File: src/rtl/icache_refill.sv
module icache_refill #(
  parameter  int ADDR_W   = 30,
  parameter  int DW       = 64,
  parameter  int LINE_DW  = 4,
  parameter  int COPY_CYC = 3,
  localparam int IDX_W    = $clog2(LINE_DW),
  localparam int LINE_W   = ADDR_W - IDX_W - 1,
  localparam int PH_W     = (COPY_CYC > 1) ? $clog2(COPY_CYC) : 1
) (
  input  logic                  clk,
  input  logic                  rst_n,
  input  logic                  miss_valid,
  input  logic [ADDR_W-1:0]     miss_addr,
  input  logic                  fetch_cancel,
  output logic                  bus_req,
  output logic [ADDR_W-1:0]     bus_addr,
  input  logic                  bus_addr_ack,
  output logic                  bus_abort,
  input  logic                  bus_rd_ack,
  input  logic [DW-1:0]         bus_rd_data,
  output logic                  byp_valid,
  output logic [ADDR_W-1:0]     byp_addr,
  output logic [DW-1:0]         byp_data,
  output logic                  cache_wr_en,
  output logic [PH_W-1:0]       cache_wr_phase,
  output logic [LINE_W-1:0]     cache_wr_line,
  output logic [LINE_DW*DW-1:0] cache_wr_data
);

  typedef enum logic [2:0] {S_IDLE, S_GAP, S_REQ, S_FILL, S_DRAIN, S_COPY} state_t;

  state_t            st;
  logic [ADDR_W-1:0] addr_q;
  logic [IDX_W-1:0]  cnt;
  logic              stg_v;
  logic [IDX_W-1:0]  stg_idx;
  logic [DW-1:0]     stg_data;
  logic [PH_W-1:0]   ph;
  logic [DW-1:0]     lbuf [LINE_DW];

  wire [IDX_W-1:0]  crit   = addr_q[IDX_W:1];
  wire [LINE_W-1:0] line_a = addr_q[ADDR_W-1:IDX_W+1];
  wire              beat   = (st == S_FILL) && bus_rd_ack;

  always_ff @(posedge clk) begin
    if (!rst_n) begin
      st       <= S_IDLE;
      addr_q   <= '0;
      cnt      <= '0;
      stg_v    <= 1'b0;
      stg_idx  <= '0;
      stg_data <= '0;
      ph       <= '0;
    end else begin
      stg_v <= beat;
      if (beat) begin
        stg_data <= bus_rd_data;
        stg_idx  <= crit + cnt;
        cnt      <= cnt + 1'b1;
      end
      case (st)
        S_IDLE: begin
          cnt <= '0;
          if (miss_valid) begin
            addr_q <= miss_addr;
            st     <= S_GAP;
          end
        end
        S_GAP:   st <= fetch_cancel ? S_IDLE : S_REQ;
        S_REQ: begin
          if (bus_addr_ack)      st <= S_FILL;
          else if (fetch_cancel) st <= S_IDLE;
        end
        S_FILL:  if (bus_rd_ack && cnt == IDX_W'(LINE_DW - 1)) st <= S_DRAIN;
        S_DRAIN: begin
          ph <= '0;
          st <= S_COPY;
        end
        S_COPY: begin
          if (ph == PH_W'(COPY_CYC - 1)) st <= S_IDLE;
          else                           ph <= ph + 1'b1;
        end
        default: st <= S_IDLE;
      endcase
    end
  end

  always_ff @(posedge clk)
    if (stg_v) lbuf[stg_idx] <= stg_data;

  assign bus_req        = (st == S_REQ);
  assign bus_addr       = addr_q;
  assign bus_abort      = (st == S_REQ) && fetch_cancel && !bus_addr_ack;
  assign byp_valid      = stg_v;
  assign byp_addr       = {line_a, stg_idx, 1'b0};
  assign byp_data       = stg_data;
  assign cache_wr_en    = (st == S_COPY);
  assign cache_wr_phase = ph;
  assign cache_wr_line  = line_a;

  for (genvar j = 0; j < LINE_DW; j++) begin : g_line
    assign cache_wr_data[j*DW +: DW] = lbuf[j];
  end

endmodule

File: config.mk
export PLATFORM = sky130hd
export DESIGN_NAME = icache_refill
export DESIGN_NICKNAME = d
export VERILOG_FILES = /design/src/rtl/icache_refill.sv
export SDC_FILE = /design/constraint.sdc
export NUM_CORES = 1
export LEC_CHECK = 0
export ABC_AREA = 1
export BUFFER_PORTS_ARGS = -buffer_cell sky130_fd_sc_hd__buf_2
export CAP_MARGIN = 0
export CORE_ASPECT_RATIO = 0.6
export CORE_MARGIN = 10
export CORE_UTILIZATION = 40
export DETAILED_ROUTE_END_ITERATION = 8
export PLACE_DENSITY = 0.69
export SLEW_MARGIN = 5
export SYNTH_ARGS = -nofsm -noshare
export SYNTH_HDL_FRONTEND = slang
export SYNTH_SLANG_ARGS = --single-unit
File: constraint.sdc
create_clock -name clk -period 8.7 [get_ports clk]
set_input_delay 1.305 -clock clk [delete_from_list [all_inputs] [get_ports clk]]
set_output_delay 1.305 -clock clk [all_outputs]
set_load 0.02 [all_outputs]
==> results of run 1 <==
## metal layers
metal  part of all wire [%]  GRT usage, %  up-vias  routed length [µm]
met3                     10          7.54       52                3730
met2                     49          30.9      365               17600
met4                    1.5          4.21        4                 561
met1                     40          21.7     3838               14400
li1                       -             -     3699                   -
met5                  0.058             0        -                  21
## flip-flops by register name, summed over array words and instances, names as in the netlist
signal,count
bus_addr,30
byp_data,64
byp_valid,1
cache_wr_phase,2
cnt,2
lbuf,256
st,3
stg_idx,2
## where the power goes
group	internal, mW	switching, mW	total (mW)
logic	0.186	0.445	0.631
clock network	0.883	0.620	1.50
registers	1.92	0.0916	2.01
## cells by family after synthesis
kind of cell             synth area share, %
flip-flops                              81.8
XOR/XNOR                               0.220
AO/OA/AOI/OAI                           5.66
adder cells (fa/ha/maj)                0.314
buffers and inverters                   6.19
other                                 0.0314
AND/OR/NAND/NOR                         5.77
## worst register-to-register path, cell delays in order (launching register included)
cell	delay [ns]
sky130_fd_sc_hd__dfxtp_1	0.41
sky130_fd_sc_hd__nand2_1	0.13
sky130_fd_sc_hd__nor2_4	0.13
sky130_fd_sc_hd__nand2_4	0.45
sky130_fd_sc_hd__inv_2	0.21
sky130_fd_sc_hd__buf_4	0.63
sky130_fd_sc_hd__nand2_1	0.17
sky130_fd_sc_hd__a21oi_1	0.18
## cells in the mapped netlist (all sizes together), types with 2 or more instances
cell and instances:
dfxtp 104, ha 3, clkbuf 21, a21oi 100, nor2 16, nand2 147, buf 66, nand3 6
nor3 4, inv 44, xor2 2, edfxtp 256, o21ai 35
## cell usage in the layout (no fill, tap or decap)
| cell type | netlist | final |
|---|---|---|
| sky130_fd_sc_hd__a21oi_1 | 100 | 100 |
| sky130_fd_sc_hd__buf_2 | 6 | 511 |
| sky130_fd_sc_hd__buf_4 | 56 | 11 |
| sky130_fd_sc_hd__bufinv_16 | 0 | 3 |
| sky130_fd_sc_hd__clkbuf_1 | 21 | 6 |
| sky130_fd_sc_hd__clkbuf_16 | 0 | 37 |
| sky130_fd_sc_hd__clkbuf_8 | 0 | 2 |
| sky130_fd_sc_hd__clkinv_1 | 0 | 5 |
| sky130_fd_sc_hd__clkinv_2 | 0 | 7 |
| sky130_fd_sc_hd__clkinv_8 | 0 | 1 |
| sky130_fd_sc_hd__clkinvlp_4 | 0 | 1 |
| sky130_fd_sc_hd__conb_1 | 1 | 1 |
| sky130_fd_sc_hd__dfxtp_1 | 104 | 104 |
| sky130_fd_sc_hd__diode_2 | 0 | 1 |
| sky130_fd_sc_hd__edfxtp_1 | 256 | 256 |
| sky130_fd_sc_hd__ha_1 | 3 | 3 |
| sky130_fd_sc_hd__inv_1 | 42 | 41 |
| sky130_fd_sc_hd__inv_2 | 2 | 3 |
| sky130_fd_sc_hd__nand2_1 | 146 | 146 |
| sky130_fd_sc_hd__nand2_4 | 1 | 1 |
| sky130_fd_sc_hd__nand3_1 | 6 | 5 |
| sky130_fd_sc_hd__nand3_2 | 0 | 1 |
| sky130_fd_sc_hd__nand4_1 | 1 | 1 |
| sky130_fd_sc_hd__nor2_1 | 15 | 15 |
| sky130_fd_sc_hd__nor2_4 | 1 | 1 |
| sky130_fd_sc_hd__nor3_2 | 0 | 4 |
| sky130_fd_sc_hd__o21ai_0 | 30 | 30 |
| sky130_fd_sc_hd__o21ai_1 | 5 | 5 |
| sky130_fd_sc_hd__or2_2 | 1 | 1 |
| sky130_fd_sc_hd__xnor2_1 | 1 | 1 |
| sky130_fd_sc_hd__xor2_1 | 2 | 2 |
## worst max path at each step
stage,startpoint,endpoint,slack [ns],cells after the start
after floorplan,stg_idx[0],lbuf[1][0],3.16,2
after global placement,bus_addr_ack,bus_abort,5.50,5
after detailed placement,bus_addr_ack,bus_abort,5.55,5
after CTS,bus_addr_ack,bus_abort,5.54,5
after global routing,bus_addr_ack,bus_abort,5.49,5
final,bus_addr_ack,bus_abort,5.54,5
## cell type report
class | instances | area (µm²)
fill | 2455 | 13400
sequential | 360 | 9770
timing repair buffer | 522 | 2640
multi-input combinational | 317 | 1460
clock buffer | 45 | 976
tap | 400 | 500
clock inverter | 17 | 168
inverter | 44 | 165
antenna | 1 | 2.50
==> run_summary.xml, run 1 <==
<?xml version="1.0" encoding="UTF-8"?>
<metrics>
  <group name="timing">
    <metric name="max_fclk" unit="MHz">317</metric>
    <metric name="layout_min_cycle_time" unit="ns">3.16</metric>
    <metric name="setup_ws" unit="ns">5.54</metric>
    <metric name="rsz0062_at_grt" unit="">false</metric>
    <metric name="hold_ws" unit="ns">0.462</metric>
    <metric name="finalSetupViolCount" unit="">0</metric>
    <metric name="period_share" unit="%">36.3</metric>
    <metric name="final-max-slew-violation-count" unit="">0</metric>
    <metric name="tightestPinTransition" unit="ns">0.860</metric>
    <metric name="max_slew_headroom" unit="%">42.7</metric>
    <metric name="final.setup.tns" unit="ns">0</metric>
    <metric name="clock-skew-final" unit="ns">0.0155</metric>
    <metric name="number_of_endpoints_with_negative_hold_slack_in_the_final_report" unit="">0</metric>
  </group>
  <group name="clocking">
    <metric name="postCtsSetupRepairBufs" unit="">0</metric>
    <metric name="root_buffer" unit="">sky130_fd_sc_hd__clkbuf_16</metric>
    <metric name="cts.clk_slew.worst_paths" unit="ns">0.07</metric>
    <metric name="max-clock-path-buffers" unit="">3</metric>
    <metric name="post_cts_resize_count" unit="">0</metric>
    <metric name="clock_tree.htree_level_count" unit="">2</metric>
    <metric name="cts-hold-fix-buffers" unit="">0</metric>
    <metric name="numClockSinks" unit="">360</metric>
    <metric name="cts_inserted_buffers" unit="">34</metric>
    <metric name="cts_tree" unit="">yes</metric>
    <metric name="worst_skew_pair.late_latency" unit="ns">0.51</metric>
  </group>
  <group name="worst_setup_path">
    <metric name="critPathTopFamily" unit="">buffers and inverters</metric>
    <metric name="critical-path-top-cell-by-count" unit="">sky130_fd_sc_hd__buf_2</metric>
    <metric name="arrival" unit="ns">1.85</metric>
    <metric name="endpoint_kind" unit="">primary output</metric>
    <metric name="timing.critical_path.cells" unit="">buf_2, inv_1, nand2_1, nor2_1, buf_2</metric>
    <metric name="critPathRequiredTime" unit="ns">7.39</metric>
    <metric name="critical_path_buf_inv_count" unit="">3</metric>
    <metric name="timing.critical_path.slowest_cell_delay" unit="ns">0.19</metric>
    <metric name="worstReg2RegStart" unit="">st[0]</metric>
    <metric name="reg2regPathDepth" unit="">7</metric>
    <metric name="r2r_end" unit="">byp_data[22]</metric>
    <metric name="crit_fanout" unit="">3</metric>
    <metric name="startpoint_type" unit="">input pin</metric>
    <metric name="critical_path_class" unit="">input pin to primary output</metric>
    <metric name="rrSetupSlack" unit="ns">6.31</metric>
    <metric name="cell_type_of_the_slowest_stage_on_the_worst_timing_path" unit="">sky130_fd_sc_hd__buf_2</metric>
  </group>
  <group name="routing">
    <metric name="detail-route-antenna-nets" unit="">0</metric>
    <metric name="drt-wirelength-per-cell" unit="µm">21.3</metric>
    <metric name="routed_via_density" unit="">4.66</metric>
    <metric name="drc" unit="">0</metric>
    <metric name="drt-pass1-iter-count" unit="">5</metric>
    <metric name="detailedRoute.firstIterationViolations" unit="">506</metric>
    <metric name="wl" unit="µm">36400</metric>
    <metric name="routed-via-count" unit="">7958</metric>
  </group>
  <group name="floorplanning">
    <metric name="die_area" unit="µm²">37400</metric>
    <metric name="chipHeight" unit="µm">154</metric>
    <metric name="floorplan_core_area" unit="µm²">29100</metric>
    <metric name="io_count" unit="">513</metric>
    <metric name="fp.dieW" unit="µm">243</metric>
    <metric name="starting_utilization_of_the_core_area" unit="%">41.1</metric>
    <metric name="row_count" unit="">48</metric>
  </group>
  <group name="placed_design">
    <metric name="detailedPlacementHpwl" unit="µm">26100</metric>
    <metric name="placed_cells" unit="">1643</metric>
    <metric name="portBuffers" unit="">511</metric>
    <metric name="place_congestion" unit="">0.824</metric>
    <metric name="pre_cts_slack" unit="ns">5.55</metric>
    <metric name="detailed_place.area" unit="µm²">14500</metric>
  </group>
  <group name="job">
    <metric name="drv_cap" unit="">0</metric>
  </group>
  <group name="synthesis">
    <metric name="ys_seq_elements" unit="">360</metric>
    <metric name="syn-instance-count" unit="">808</metric>
    <metric name="synth-warning-count" unit="">0</metric>
    <metric name="yosysSeqAreaShare" unit="%">81.8</metric>
    <metric name="ys_async_sr_fraction" unit="%">0</metric>
    <metric name="synth_top_area_share" unit="%">64.4</metric>
    <metric name="postSynthAreaPerCell" unit="µm²">14.8</metric>
    <metric name="yosysUniqueCellTypes" unit="">23</metric>
    <metric name="netlist_top_cells_area" unit="">sky130_fd_sc_hd__edfxtp_1, sky130_fd_sc_hd__dfxtp_1, sky130_fd_sc_hd__nand2_1</metric>
    <metric name="netlist_area" unit="µm²">11900</metric>
    <metric name="synth.net_count" unit="">911</metric>
    <metric name="main_synth_ff_type" unit="">sky130_fd_sc_hd__edfxtp_1</metric>
    <metric name="synth_enable_flop_cells" unit="">256</metric>
    <metric name="synth.largest_area_cell" unit="">sky130_fd_sc_hd__edfxtp_1</metric>
  </group>
  <group name="run_status">
    <metric name="run_status" unit="">completed</metric>
  </group>
  <group name="final_layout">
    <metric name="finalNetCount" unit="">1382</metric>
    <metric name="synthToLayoutAreaGrowth" unit="%">31.3</metric>
    <metric name="final_util" unit="%">53.9</metric>
    <metric name="final-instance-count-excl-fill" unit="">1706</metric>
    <metric name="drive_above_1_share" unit="%">44.8</metric>
    <metric name="final_design_area_no_fill" unit="µm²">15700</metric>
  </group>
  <group name="hold_path">
    <metric name="hold_path.class" unit="">flop to flop</metric>
    <metric name="hold_path_depth" unit="">2</metric>
    <metric name="min_from" unit="">bus_addr[0]</metric>
    <metric name="hold-path-endpoint" unit="">bus_addr[0]</metric>
  </group>
  <group name="global_routing">
    <metric name="initial_antenna_violation_count" unit="">4</metric>
    <metric name="tot_gr_track_use" unit="%">18.4</metric>
    <metric name="first_pass_grt_wire_length" unit="µm">53000</metric>
    <metric name="grt_overflow" unit="">0</metric>
    <metric name="pin_count_of_the_biggest_net_entering_global_routing" unit="">71</metric>
    <metric name="grt_pass1_vias" unit="">7926</metric>
  </group>
  <group name="pwr">
    <metric name="highest_ir_drop_seen_on_vdd" unit="µV">229</metric>
    <metric name="power_density" unit="nW/µm²">264</metric>
    <metric name="power" unit="mW">4.14</metric>
    <metric name="power.static_leakage" unit="nW">6.97</metric>
  </group>
</metrics>
Note: power is estimated with default switching activity, not from simulation.
==> run 2, diff against run 1 <==
==> constraint.sdc (replaced) <==
create_clock -name clk -period 3.14 [get_ports clk]
set_input_delay 0.471 -clock clk [delete_from_list [all_inputs] [get_ports clk]]
set_output_delay 0.471 -clock clk [all_outputs]
set_load 0.02 [all_outputs]
==> run_summary.xml, run 2 (synthesis results as in run 1) <==
<?xml version="1.0" encoding="UTF-8"?>
<metrics>
  <group name="run_status">
    <metric name="run_status" unit="">completed</metric>
  </group>
  <group name="timing">
    <metric name="tightestPinTransition" unit="ns">0.773</metric>
    <metric name="clock-skew-final" unit="ns">0.0218</metric>
    <metric name="max_slew_headroom" unit="%">48.4</metric>
    <metric name="rsz0062_at_grt" unit="">false</metric>
    <metric name="final.setup.tns" unit="ns">0</metric>
    <metric name="final-max-slew-violation-count" unit="">0</metric>
    <metric name="hold_ws" unit="ns">0.204</metric>
    <metric name="finalSetupViolCount" unit="">0</metric>
    <metric name="layout_min_cycle_time" unit="ns">2.00</metric>
    <metric name="max_fclk" unit="MHz">500</metric>
    <metric name="period_share" unit="%">63.7</metric>
    <metric name="number_of_endpoints_with_negative_hold_slack_in_the_final_report" unit="">0</metric>
  </group>
  <group name="routing">
    <metric name="routed_via_density" unit="">4.66</metric>
    <metric name="drc" unit="">0</metric>
    <metric name="drt-wirelength-per-cell" unit="µm">21.0</metric>
    <metric name="top_layer_used" unit="">met5</metric>
    <metric name="detailedRoute.firstIterationViolations" unit="">562</metric>
    <metric name="routed-via-count" unit="">7963</metric>
    <metric name="detail-route-antenna-nets" unit="">0</metric>
    <metric name="met3WireLength" unit="µm">3580</metric>
    <metric name="wl_met1" unit="µm">14200</metric>
    <metric name="routed-wl-met2" unit="µm">17300</metric>
    <metric name="wl" unit="µm">35900</metric>
    <metric name="drt-pass1-iter-count" unit="">5</metric>
  </group>
  <group name="floorplanning">
    <metric name="floorplan_core_area" unit="µm²">29100</metric>
    <metric name="die_area" unit="µm²">37400</metric>
    <metric name="row_count" unit="">48</metric>
    <metric name="starting_utilization_of_the_core_area" unit="%">41.1</metric>
    <metric name="chipHeight" unit="µm">154</metric>
    <metric name="io_count" unit="">513</metric>
    <metric name="fp.dieW" unit="µm">243</metric>
  </group>
  <group name="worst_setup_path">
    <metric name="r2r_end" unit="">bus_addr[19]</metric>
    <metric name="rrSetupSlack" unit="ns">1.38</metric>
    <metric name="timing.critical_path.cells" unit="">inv_1, nor2_1, nand2_1, nor2_1, buf_2</metric>
    <metric name="critPathTopFamily" unit="">flip-flops</metric>
    <metric name="startpoint_type" unit="">flop</metric>
    <metric name="worstReg2RegStart" unit="">st[0]</metric>
    <metric name="arrival" unit="ns">1.53</metric>
    <metric name="cell_type_of_the_slowest_stage_on_the_worst_timing_path" unit="">sky130_fd_sc_hd__dfxtp_1</metric>
    <metric name="crit_fanout" unit="">4</metric>
    <metric name="critical-path-top-cell-by-count" unit="">sky130_fd_sc_hd__nor2_1</metric>
    <metric name="critPathRequiredTime" unit="ns">2.67</metric>
    <metric name="endpoint_kind" unit="">primary output</metric>
    <metric name="timing.critical_path.slowest_cell_delay" unit="ns">0.38</metric>
    <metric name="critical_path_class" unit="">flop to primary output</metric>
    <metric name="reg2regPathDepth" unit="">5</metric>
    <metric name="critical_path_buf_inv_count" unit="">2</metric>
  </group>
  <group name="clocking">
    <metric name="clock_tree.htree_level_count" unit="">2</metric>
    <metric name="worst_skew_pair.late_latency" unit="ns">0.51</metric>
    <metric name="root_buffer" unit="">sky130_fd_sc_hd__clkbuf_16</metric>
    <metric name="cts.clk_slew.worst_paths" unit="ns">0.07</metric>
    <metric name="cts_tree" unit="">yes</metric>
    <metric name="max-clock-path-buffers" unit="">3</metric>
    <metric name="cts_inserted_buffers" unit="">34</metric>
    <metric name="numClockSinks" unit="">360</metric>
    <metric name="post_cts_resize_count" unit="">0</metric>
    <metric name="postCtsSetupRepairBufs" unit="">0</metric>
    <metric name="cts-hold-fix-buffers" unit="">0</metric>
  </group>
  <group name="placed_design">
    <metric name="detailedPlacementHpwl" unit="µm">26500</metric>
    <metric name="detailed_place.area" unit="µm²">14600</metric>
    <metric name="portBuffers" unit="">511</metric>
    <metric name="place_congestion" unit="">0.871</metric>
  </group>
  <group name="job">
    <metric name="drv_cap" unit="">0</metric>
  </group>
  <group name="final_layout">
    <metric name="synthToLayoutAreaGrowth" unit="%">31.2</metric>
    <metric name="regMostFlops" unit="">lbuf</metric>
    <metric name="final_design_area_no_fill" unit="µm²">15700</metric>
    <metric name="mostFrequentLayoutCells" unit="">sky130_fd_sc_hd__buf_2, sky130_fd_sc_hd__edfxtp_1, sky130_fd_sc_hd__nand2_1, sky130_fd_sc_hd__dfxtp_1, sky130_fd_sc_hd__a21oi_1</metric>
    <metric name="layout_commonest_cell" unit="">sky130_fd_sc_hd__buf_2</metric>
    <metric name="largest_register_ffs" unit="">256</metric>
    <metric name="finalNetCount" unit="">1385</metric>
    <metric name="drive_above_1_share" unit="%">44.5</metric>
  </group>
  <group name="global_routing">
    <metric name="pin_count_of_the_biggest_net_entering_global_routing" unit="">70</metric>
    <metric name="grt_overflow" unit="">0</metric>
    <metric name="grt_pass1_vias" unit="">7814</metric>
    <metric name="initial_antenna_violation_count" unit="">7</metric>
    <metric name="tot_gr_track_use" unit="%">18.4</metric>
    <metric name="first_pass_grt_wire_length" unit="µm">52400</metric>
  </group>
  <group name="hold_path">
    <metric name="hold_path_depth" unit="">3</metric>
    <metric name="hold-path-endpoint" unit="">byp_data[38]</metric>
    <metric name="hold_path.class" unit="">input pin to flop</metric>
    <metric name="min_from" unit="">bus_rd_data[38]</metric>
  </group>
  <group name="pwr">
    <metric name="internal_power" unit="mW">8.14</metric>
    <metric name="power_density" unit="nW/µm²">722</metric>
    <metric name="power.share.sequential" unit="%">49.3</metric>
    <metric name="power_frac_comb" unit="%">15.4</metric>
    <metric name="highest_ir_drop_seen_on_vdd" unit="µV">479</metric>
    <metric name="power" unit="mW">11.3</metric>
    <metric name="power.static_leakage" unit="nW">6.93</metric>
    <metric name="switchingPower" unit="mW">3.18</metric>
    <metric name="sw_frac_of_total" unit="%">28.1</metric>
    <metric name="clkPwrFrac" unit="%">35.3</metric>
  </group>
</metrics>
==> run 2: cell count changes in the layout (fill, tap and decap cells not counted), sizes merged <==
cell / change
buf: +3
clkinv: -7
clkinvlp: +4
diode: +1
inv: +1
==> run 2: final cells by class <==
cell class	instances	area, µm²
flip-flops and latches	360	9770
inverters	44	165
clock buffers	45	913
multi-input cells	317	1480
clock inverters	15	160
well taps	400	500
repair buffers	525	2680
fillers	2415	13400
diodes	2	5.00
==> run 2: tightest hold or removal path: stages <==
cell	delay, ns
sky130_fd_sc_hd__buf_2	0.09
sky130_fd_sc_hd__nand2_1	0.05
sky130_fd_sc_hd__a21oi_1	0.05
==> run 2: worst max path at each step <==
stage | start | end | slack (ns) | cells past startpoint
floorplan | stg_idx[1] | lbuf[3][0] | -0.49 | 2
global placement | rst_n | byp_data[18] | 1.39 | 4
detailed placement | rst_n | byp_data[9] | 1.36 | 4
CTS | st[1] | bus_abort | 1.10 | 5
global route | st[1] | bus_abort | 1.03 | 5
finish | st[1] | bus_abort | 1.14 | 5
==> run 2: power groups by stage <==
stage | logic, mW | clock network [mW] | registers [mW]
6_report | 1.75 | 3.99 | 5.58
5_1_grt | 1.88 | 4.29 | 5.61
4_1_cts | 1.77 | 4.11 | 5.57
3_5_place_dp | 1.76 | 0 | 5.67
3_3_place_gp | 1.73 | 0 | 5.66
2_1_floorplan | 1.17 | 0 | 5.83
==> run 2: metrics by stage <==
step | worst slack, ns | utilization [%] | std cells
after global routing | 1.03 | 53.9 | 1708
after CTS | 1.10 | 53.9 | 1706
final | 1.14 | 53.9 | 1708
after detailed placement | 1.36 | 50.2 | 1646
after floorplan | -0.486 | - | 808
after global placement | 1.39 | 50.2 | 1646
==> run 2: routing by layer <==
layer | vias to the layer above | GRT usage (%)
met2 | 371 | 30.3
met1 | 3822 | 21.6
met4 | 2 | 5.87
met5 | - | 0
met3 | 65 | 7.40
li1 | 3703 | -
